File: src/rtl/lp_pkg.sv
package lp_pkg;
  typedef enum logic [2:0] {
    PS_NORM = 3'd0,
    PS_HALT = 3'd1,
    PS_ACKW = 3'd2,
    PS_ENTR = 3'd3,
    PS_STPG = 3'd4,
    PS_SNP  = 3'd5,
    PS_SLP  = 3'd6
  } pstate_t;

  localparam int NSB   = 4;        // side-band sources
  localparam int NPEND = NSB + 1;  // plus bus interrupt
  localparam int NWAT  = NSB + 5;  // inputs watched during sleep
endpackage

File: src/rtl/lp_fsm.sv
module lp_fsm
  import lp_pkg::*;
#(
  parameter int ENTRY_DLY = 20,
  parameter int MIN_HOLD  = 10
) (
  input  logic    clk,
  input  logic    rst_n,
  input  logic    stop_req_n,
  input  logic    sleep_req_n,
  input  logic    core_rst_n,
  input  logic    halt_req,
  input  logic    snoop_act,
  input  logic    bus_intr,
  input  logic    ack_resp,
  output pstate_t st,
  output logic    hold_act
);
  localparam int CW = $clog2(ENTRY_DLY + 1);
  localparam int HW = $clog2(MIN_HOLD + 1);

  pstate_t       st_nx;
  logic [CW-1:0] ent_cnt, ent_cnt_nx;
  logic [HW-1:0] hold_cnt, hold_cnt_nx;
  logic          ret_ah, ret_ah_nx;
  logic          ret_en;

  always_comb begin
    st_nx      = st;
    ent_cnt_nx = ent_cnt;
    ret_en     = 1'b0;
    ret_ah_nx  = ret_ah;
    case (st)
      PS_NORM: begin
        if (!core_rst_n)     st_nx = PS_NORM;
        else if (!stop_req_n) st_nx = PS_ACKW;
        else if (halt_req)   st_nx = PS_HALT;
      end
      PS_HALT: begin
        if (!core_rst_n) st_nx = PS_NORM;
        else if (snoop_act || bus_intr) begin
          st_nx     = PS_SNP;
          ret_en    = 1'b1;
          ret_ah_nx = 1'b1;
        end else if (!halt_req) st_nx = PS_NORM;
      end
      PS_ACKW: begin
        if (ack_resp) begin
          st_nx      = PS_ENTR;
          ent_cnt_nx = CW'(ENTRY_DLY - 1);
        end
      end
      PS_ENTR: begin
        if (ent_cnt == '0) st_nx = PS_STPG;
        else               ent_cnt_nx = ent_cnt - 1'b1;
      end
      PS_STPG: begin
        if (!sleep_req_n) st_nx = PS_SLP;
        else if (snoop_act || bus_intr) begin
          st_nx     = PS_SNP;
          ret_en    = 1'b1;
          ret_ah_nx = 1'b0;
        end else if (stop_req_n) st_nx = PS_NORM;
      end
      PS_SNP: begin
        if (!snoop_act) st_nx = ret_ah ? PS_HALT : PS_STPG;
      end
      PS_SLP: begin
        if (sleep_req_n) st_nx = PS_STPG;
      end
      default: st_nx = PS_NORM;
    endcase
  end

  always_comb begin
    if (st == PS_SLP && sleep_req_n) hold_cnt_nx = HW'(MIN_HOLD - 1);
    else if (hold_cnt != '0)         hold_cnt_nx = hold_cnt - 1'b1;
    else                             hold_cnt_nx = hold_cnt;
  end

  always_ff @(posedge clk or negedge rst_n) begin
    if (!rst_n) begin
      st       <= PS_NORM;
      ent_cnt  <= '0;
      hold_cnt <= '0;
      ret_ah   <= 1'b0;
    end else begin
      st       <= st_nx;
      ent_cnt  <= ent_cnt_nx;
      hold_cnt <= hold_cnt_nx;
      if (ret_en) ret_ah <= ret_ah_nx;
    end
  end

  assign hold_act = (hold_cnt != '0);
endmodule

File: src/rtl/lp_evt_latch.sv
module lp_evt_latch #(
  parameter int W = 5
) (
  input  logic         clk,
  input  logic         rst_n,
  input  logic [W-1:0] set_i,
  input  logic         clr_i,
  output logic [W-1:0] pend_o
);
  for (genvar g = 0; g < W; g++) begin : g_bit
    logic q, q_nx;
    always_comb begin
      if (clr_i)         q_nx = 1'b0;
      else if (set_i[g]) q_nx = 1'b1;
      else               q_nx = q;
    end
    always_ff @(posedge clk or negedge rst_n) begin
      if (!rst_n) q <= 1'b0;
      else        q <= q_nx;
    end
    assign pend_o[g] = q;
  end
endmodule

File: src/rtl/lp_err_mon.sv
module lp_err_mon
  import lp_pkg::*;
#(
  parameter int WW = 9
) (
  input  logic          clk,
  input  logic          rst_n,
  input  pstate_t       st,
  input  logic          sleep_req_n,
  input  logic          stop_req_n,
  input  logic          hold_act,
  input  logic [WW-1:0] watch,
  output logic          slp_err,
  output logic          hold_err,
  output logic          bus_err
);
  logic [WW-1:0] watch_q;
  logic          slp_set, hold_set, bus_set;

  always_comb begin
    slp_set  = !sleep_req_n && (st != PS_STPG) && (st != PS_SLP);
    hold_set = (st == PS_STPG) && hold_act && stop_req_n;
    bus_set  = (st == PS_SLP) && (watch != watch_q);
  end

  always_ff @(posedge clk or negedge rst_n) begin
    if (!rst_n) begin
      watch_q  <= '0;
      slp_err  <= 1'b0;
      hold_err <= 1'b0;
      bus_err  <= 1'b0;
    end else begin
      watch_q <= watch;
      if (slp_set)  slp_err  <= 1'b1;
      if (hold_set) hold_err <= 1'b1;
      if (bus_set)  bus_err  <= 1'b1;
    end
  end
endmodule

File: src/rtl/lp_state_seq.sv
module lp_state_seq
  import lp_pkg::*;
#(
  parameter int ENTRY_DLY = 20,
  parameter int MIN_HOLD  = 10
) (
  input  logic             clk,
  input  logic             rst_n,
  input  logic             stop_req_n,
  input  logic             sleep_req_n,
  input  logic             core_rst_n,
  input  logic             halt_req,
  input  logic             snoop_act,
  input  logic             bus_intr,
  input  logic             ack_resp,
  input  logic [NSB-1:0]   evt_in,
  output logic [2:0]       state_o,
  output logic             ack_req,
  output logic             clk_en,
  output logic             pll_keep,
  output logic             pbe,
  output logic [NPEND-1:0] svc_o,
  output logic             slp_err,
  output logic             hold_err,
  output logic             bus_err
);
  pstate_t          st;
  logic             hold_act;
  logic [NPEND-1:0] pend, set_v;
  logic             sb_en, bi_en, clr;

  lp_fsm #(.ENTRY_DLY(ENTRY_DLY), .MIN_HOLD(MIN_HOLD)) u_fsm (
    .clk(clk), .rst_n(rst_n), .stop_req_n(stop_req_n),
    .sleep_req_n(sleep_req_n), .core_rst_n(core_rst_n),
    .halt_req(halt_req), .snoop_act(snoop_act), .bus_intr(bus_intr),
    .ack_resp(ack_resp), .st(st), .hold_act(hold_act)
  );

  always_comb begin
    sb_en = (st == PS_STPG) || (st == PS_SNP);
    bi_en = sb_en || (st == PS_HALT);
    clr   = (st == PS_NORM) || ((st == PS_HALT) && !core_rst_n);
    set_v = {bus_intr & bi_en, evt_in & {NSB{sb_en}}};
  end

  lp_evt_latch #(.W(NPEND)) u_lat (
    .clk(clk), .rst_n(rst_n), .set_i(set_v), .clr_i(clr), .pend_o(pend)
  );

  lp_err_mon #(.WW(NWAT)) u_err (
    .clk(clk), .rst_n(rst_n), .st(st), .sleep_req_n(sleep_req_n),
    .stop_req_n(stop_req_n), .hold_act(hold_act),
    .watch({stop_req_n, halt_req, snoop_act, bus_intr, ack_resp, evt_in}),
    .slp_err(slp_err), .hold_err(hold_err), .bus_err(bus_err)
  );

  assign state_o  = st;
  assign ack_req  = (st == PS_ACKW);
  assign clk_en   = (st != PS_SLP);
  assign pll_keep = (st == PS_SLP);
  assign pbe      = (st == PS_STPG) && (|pend);
  assign svc_o    = (st == PS_NORM) ? pend : '0;
endmodule

File: config.mk
export PLATFORM = sky130hd
export DESIGN_NAME = lp_state_seq
export DESIGN_NICKNAME = d
export VERILOG_FILES = /design/src/rtl/lp_pkg.sv /design/src/rtl/lp_fsm.sv /design/src/rtl/lp_evt_latch.sv /design/src/rtl/lp_err_mon.sv /design/src/rtl/lp_state_seq.sv
export SDC_FILE = /design/constraint.sdc
export NUM_CORES = 1
export LEC_CHECK = 0
export BUFFER_PORTS_ARGS = -buffer_cell sky130_fd_sc_hd__buf_2
export CORE_MARGIN = 3
export CORE_UTILIZATION = 54
export DETAILED_ROUTE_END_ITERATION = 10
export PLACE_DENSITY_LB_ADDON = 0.05
export SYNTH_ARGS = -nofsm -noshare
export SYNTH_HDL_FRONTEND = slang
export SYNTH_SLANG_ARGS = --single-unit
export TNS_END_PERCENT = 30
File: constraint.sdc
create_clock -name clk -period 6.1 [get_ports clk]
set_clock_uncertainty 0.1 [all_clocks]
set_input_delay 1.22 -clock clk [delete_from_list [all_inputs] [get_ports clk]]
set_output_delay 1.22 -clock clk [all_outputs]
set_load 0.02 [all_outputs]
==> summary.md, run 1 <==
| Metric | Value |
|---|---|
| Status | `finished, final reports clean` |
| YS warnings | `0` |
| Final Net Count | `200` |
| Yosys top cell by area | `dfrtp_1` |
| Register area share after synthesis | `47.3%` |
| Final Cell Area | `1780 um2` |
| Post-synthesis cell area | `1590 um2` |
| Internal power | `450 uW` |
| Synth async-reset ratio | `100%` |
| Top cell type's share of synthesized area | `47.3%` |
| Top post-synthesis cells by area | `dfrtp_1 (47%), a21oi_1 (5.4%), xor2_1 (3.9%)` |
| Crit end category | `output port` |
| Final hold vios | `0` |
| GRT Util Overall | `21.0%` |
| Commonest non-fill, non-tap cells in the layout | `dfrtp_1 (30), buf_2 (27), a21oi_1 (17), nor2_1 (11)` |
| Sw frac | `42.7%` |
| Vias | `1249` |
| Synthesized area per cell | `10.0 um2` |
| Final ANT Viol Nets | `0` |
| Leak pwr | `0.831 nW` |
| Sequential Power Share | `43.8%` |
| Hold buffer count at cts | `0` |
| Max Fanout on Critical Path | `20` |
| Sw power | `335 uW` |
| CTS tree | `built` |
| Clock Path Buffers | `2` |
| Dpl cell area | `1730 um2` |
| Clock Latency Late Sink | `0.33 ns` |
| Post-DR wirelength/cell | `15.4 um` |
| Power share of the clock group | `13.7%` |
| Vias per cell | `5.78` |
| Starting Density | `57.1%` |
| GR Overflow Total | `0` |
| Comb power frac | `42.5%` |
| Diode count | `0` |
| Antenna violations before repair | `0` |
| Clk slew on worst S/H paths | `0.09 ns` |
| Synthesized flop and latch total | `30` |
| RSZ-0062 raised after global routing | `false` |
| Fin. max-slew vios | `0` |
| Min-delay worst type | `reg -> reg` |
| Final worst path period share | `51.5%` |
| Htree depth | `2` |
| Die X | `60.2 um` |
| IO Count | `28` |
| CTS Buf Count | `5` |
| VDD IR max | `0.000355 V` |
| Post-synth EDFFs | `0` |
| Final WS setup | `2.96 ns` |
| Drt total wl | `3330 um` |
| DRT iter0 DRCs | `46` |
| MaxCap Viol Count | `0` |
| Crit path launch type | `flop` |
| Dpl ws | `3.35 ns` |
| Pwr dens | `441 nW/um2` |
| Routability cong. | `0.796` |
| WP data required | `4.78 ns` |
| # rows | `19` |
| Share of post-route cells with drive strength above 1 | `21.6%` |
| Final Setup Violations | `0` |
| Setup Total Neg Slack | `0 ns` |
| Post-synthesis cell count | `158` |
| Min Tclk post-route | `3.14 ns` |
| Relative slew slack | `55.9%` |
| Core Footprint | `2780 um2` |
| Pwr Total | `785 uW` |
| # clock sinks | `30` |
| First-pass GRT wire length | `5490 um` |
| Pin count of the biggest net entering global routing | `31` |
| Area grow syn2layout | `12.1%` |
| Fmax | `318 MHz` |
| CTS Root Cell | `clkbuf_4` |
| DR DRC count | `0` |
| Most common cell after layout, fill and taps aside | `dfrtp_1` |
| Fillers | `233` |
| Post-synthesis cell type count | `51` |
| DP Wirelength | `2340 um` |
| CP arrival | `1.82 ns` |
| Drt first pass iters | `4` |
| PortBufs | `27` |
| Tightest Pin Transition | `0.662 ns` |
| Area of the multi-input gates | `781 um2` |
| CP Class | `reg -> out` |
| Post_cts resized | `0` |
| Vias in the first global route | `1216` |
| Ys flop type | `dfrtp_1` |
| Setup Buffers After CTS | `0` |
| Synthesized Nets | `173` |
| Register Area | `751 um2` |
| Die area | `3630 um2` |
| Die Ht | `60.2 um` |
## area by class of cell
| class | count | share of cell area [%] |
|---|---|---|
| Multi-Input combinational cell | 114 | 43.9 |
| Sequential cell | 30 | 42.2 |
| Timing Repair Buffer | 27 | 7.59 |
| Tap cell | 31 | 2.18 |
| Clock buffer | 5 | 2.11 |
| Inverter | 7 | 1.48 |
| Clock inverter | 2 | 0.563 |
## synth_stat cells, types with 2 or more instances
library cell / n
a21o_1: 3
a21oi_1: 17
a22o_1: 2
a22oi_1: 2
a41o_1: 2
and2_1: 5
buf_2: 3
clkbuf_1: 3
dfrtp_1: 30
ha_1: 2
inv_1: 6
mux2i_1: 2
nand2_1: 6
nand2b_1: 5
nand3_1: 4
nand4_1: 2
nor2_1: 11
nor2b_1: 2
nor3_1: 5
o21ai_1: 7
xnor2_1: 3
xor2_1: 7
## stage by stage
stage          hold slack (ns)  util [%]  cells
3_5_place_dp             0.341      62.3    209
3_3_place_gp             0.334      62.3    209
4_1_cts                  0.362      64.0    216
2_1_floorplan            0.388         -    158
6_report                 0.358      64.0    216
5_1_grt                  0.390      64.0    216
## power by group through the flow
stage | clock (mW) | sequential [mW] | combinational, mW
3_5_place_dp | 0 | 0.346 | 0.335
3_3_place_gp | 0 | 0.344 | 0.325
5_1_grt | 0.121 | 0.357 | 0.376
6_report | 0.108 | 0.344 | 0.333
2_1_floorplan | 0 | 0.307 | 0.274
4_1_cts | 0.113 | 0.342 | 0.336
## critical path, stage by stage, from the launching register on
cell	delay, ns
dfrtp_1	0.71
nor2b_1	0.39
nand2_1	0.12
inv_1	0.10
buf_2	0.16
## sequential cells by signal, indices dropped and copies added (netlist names)
register	cells
u_err.bus_err	1
u_fsm.ent_cnt	5
u_err.watch_q	9
u_err.hold_err	1
u_fsm.hold_cnt	4
u_fsm.st	3
u_lat.g_bit.q	5
u_err.slp_err	1
u_fsm.ret_ah	1
## kinds of logic (layout without fill, tap and decap cells)
logic type / Yosys count / count (layout) / synth area share [%]
AND/OR/NAND/NOR: 55 / 55 / 20.4
AO/OA/AOI/OAI: 44 / 44 / 19.5
flip-flops: 30 / 30 / 47.3
buffers and inverters: 14 / 41 / 3.55
XOR/XNOR: 10 / 10 / 5.52
multiplexers: 3 / 3 / 2.21
adder cells (fa/ha/maj): 2 / 2 / 1.58
## routing by layer
layer	up-vias	global-route usage [%]	routed length, um
li1	620	-	-
met1	589	26.8	1470
met2	30	31.5	1610
met3	10	6.91	156
met4	0	10.4	93
met5	-	0	0
## path summary, 6_finish.rpt
check,start,endpoint,slack (ns),cells past startpoint
max,u_fsm.st[2],pll_keep,2.96,4
min,u_err.bus_err,u_err.bus_err,0.36,1
max reg2reg,u_fsm.st[0],u_fsm.st[1],3.98,4
min reg2reg,u_err.bus_err,u_err.bus_err,0.36,1
max in group asynchronous,rst_n,u_lat.g_bit[2].q,4.66,1
min in group asynchronous,rst_n,u_fsm.st[0],0.81,1
Power figures use the tool's default switching activity.
==> run 2, diff against run 1 <==
- CORE_UTILIZATION: 54 -> 49
- clock period: 6.1 -> 2.8 ns (I/O delays scaled with it)
==> run 2 against run 1 <==
  * Design area up 1.6%
  * Clock power up 150%
  * Register-to-register slack worse by 3.3 ns
  * Sequential power up 120%
  * Via count is 1.4% higher
  * Combinational power rose by 120%
  * Die area grew 9.2%
==> summary.md, run 2 (same netlist as run 1, synthesis figures left out) <==
| Metric | Value |
|---|---|
| Status | `finished, final reports clean (unchanged)` |
| Routability cong. | `0.812 (was 0.796)` |
| Worst reg2reg path depth | `6 (was 4)` |
| Hold buffer count at cts | `0 (unchanged)` |
| Crit path launch type | `flop (unchanged)` |
| Clk slew on worst S/H paths | `0.10 ns (was 0.09 ns)` |
| IO Count | `28 (unchanged)` |
| Final worst path period share | `90.4%` |
| Clock Latency Late Sink | `0.33 ns (about the same)` |
| Logic depth of the worst path, buffers included | `4 (unchanged)` |
| Final ANT Viol Nets | `0 (unchanged)` |
| Min-delay worst type | `in -> async (was reg -> reg)` |
| MaxCap Viol Count | `0 (unchanged)` |
| CTS tree | `built (unchanged)` |
| Vias | `1266 (was 1249)` |
| Dpl ws | `0.641 ns (was 3.35 ns)` |
| Max FFs per register | `9 (unchanged)` |
| Crit-path cells | `nor2b_1 -> nand2_1 -> inv_1 -> buf_2 (unchanged)` |
| Final Setup Violations | `0 (unchanged)` |
| Drt total wl | `3410 um (was 3330 um)` |
| CP Buf/Inv Count | `2 (unchanged)` |
| Slowest CP cell | `dfrtp_1 (unchanged)` |
| Final Cell Area | `1810 um2 (was 1780 um2)` |
| Area of the multi-input gates | `781 um2 (unchanged)` |
| Fmax | `395 MHz` |
| Crit end category | `output port (unchanged)` |
| Post-Route Utilization | `58.7% (was 64.0%)` |
| GR Overflow Total | `0 (unchanged)` |
| RSZ-0062 raised after global routing | `false (unchanged)` |
| Dpl cell area | `1750 um2 (was 1730 um2)` |
| Area grow syn2layout | `13.9% (was 12.1%)` |
| Fillers | `300 (was 233)` |
| DP Wirelength | `2440 um (was 2340 um)` |
| Final hold vios | `0 (unchanged)` |
| Setup Total Neg Slack | `0 ns (unchanged)` |
| Max Fanout on Critical Path | `20 (unchanged)` |
| Vias in the first global route | `1295 (was 1216)` |
| Post_cts resized | `0 (unchanged)` |
| Top reg by flops | `u_err.watch_q (unchanged)` |
| GRT Util Overall | `19.3% (was 21.0%)` |
| Diode count | `0 (unchanged)` |
| Commonest non-fill, non-tap cells in the layout | `dfrtp_1 (30), buf_2 (27), a21oi_1 (17), nor2_1 (11) (unchanged)` |
| Die X | `62.9 um (was 60.2 um)` |
| Post-DR wirelength/cell | `14.8 um (was 15.4 um)` |
| Largest registers | `u_err.watch_q (9), u_fsm.ent_cnt (5), u_lat.g_bit.q (5) (unchanged)` |
| First-pass GRT wire length | `6000 um (was 5490 um)` |
| CTS Root Cell | `clkbuf_4 (unchanged)` |
| Crit path largest cell delay | `0.72 ns (was 0.71 ns)` |
| Tightest Pin Transition | `0.672 ns (was 0.662 ns)` |
| Htree depth | `2 (unchanged)` |
| Drt first pass iters | `4 (unchanged)` |
| Most common cell after layout, fill and taps aside | `dfrtp_1 (unchanged)` |
| Cell family with most CP delay | `flip-flops (unchanged)` |
| CTS Buf Count | `5 (unchanged)` |
| Final Net Count | `200 (unchanged)` |
| # rows | `20 (was 19)` |
| Relative slew slack | `55.2% (was 55.9%)` |
| PortBufs | `27 (unchanged)` |
| Antenna violations before repair | `0 (unchanged)` |
| DRT iter0 DRCs | `55 (was 46)` |
| Min Tclk post-route | `2.53 ns` |
| Pwr dens | `966 nW/um2 (was 441 nW/um2)` |
| Die Ht | `62.9 um (was 60.2 um)` |
| DR DRC count | `0 (unchanged)` |
| WP data required | `2.14 ns (was 4.78 ns)` |
| Final WS setup | `0.268 ns (was 2.96 ns)` |
| Setup Buffers After CTS | `0 (unchanged)` |
| # clock sinks | `30 (unchanged)` |
| Clock Path Buffers | `2 (unchanged)` |
| Share of post-route cells with drive strength above 1 | `21.5% (was 21.6%)` |
| CP arrival | `1.87 ns (was 1.82 ns)` |
| Leak pwr | `0.836 nW (was 0.831 nW)` |
| Pin count of the biggest net entering global routing | `31 (unchanged)` |
| Die area | `3960 um2 (was 3630 um2)` |
| Core Footprint | `3080 um2 (was 2780 um2)` |
| CP Class | `reg -> out (unchanged)` |
| Fin. max-slew vios | `0 (unchanged)` |
| Vias per cell | `5.50 (was 5.78)` |
| Register Area | `751 um2 (unchanged)` |
| Starting Density | `51.6% (was 57.1%)` |
| VDD IR max | `0.000446 V (was 0.000355 V)` |
==> run 2: changes by cell type in the layout (fill, tap and decap cells not counted) <==
cell,before,now
clkbuf_1,0,1
clkbuf_8,0,1
clkinv_2,2,1
==> run 2: final cells by class <==
| type | count | share of cell area [%] |
|---|---|---|
| clock buffer | 7 | 3.04 |
| multi-input combinational | 114 | 43.2 |
| tap | 44 | 3.04 |
| clock inverter | 1 | 0.277 |
| sequential | 30 | 41.5 |
| timing repair buffer | 27 | 7.47 |
| inverter | 7 | 1.45 |
==> run 2: per-layer routing <==
layer	track usage [%]	part of all wire (%)
met2	32.0	48
met5	0	0
met3	5.94	5.1
met1	23.8	46
met4	6.34	1.1
==> run 2: final timing paths <==
kind | start | endpoint | slack [ns]
worst max-delay path | u_fsm.st[2] | pll_keep | 0.27
worst min register to register | u_err.bus_err | u_err.bus_err | 0.37
worst min-delay path | rst_n | u_err.watch_q[5] | 0.15
min in group clk | evt_in[0] | u_err.watch_q[0] | 0.27
worst max register to register | u_fsm.ent_cnt[0] | u_fsm.st[1] | 0.68
max in group asynchronous | rst_n | u_fsm.hold_cnt[3] | 2.00
==> run 2: per-stage QoR <==
step | total power, mW | instances | hold slack (ns)
5_1_grt | 1.90 | 230 | 0.192
6_report | 1.75 | 230 | 0.151
3_5_place_dp | 1.49 | 222 | 0.348
3_3_place_gp | 1.47 | 222 | 0.334
4_1_cts | 1.76 | 230 | 0.176
2_1_floorplan | 1.27 | 158 | 0.164
==> run 2: power breakdown <==
part	total (mW)	switching (mW)	internal [mW]
logic	0.726	0.398	0.329
clock network	0.269	0.147	0.122
registers	0.751	0.190	0.561
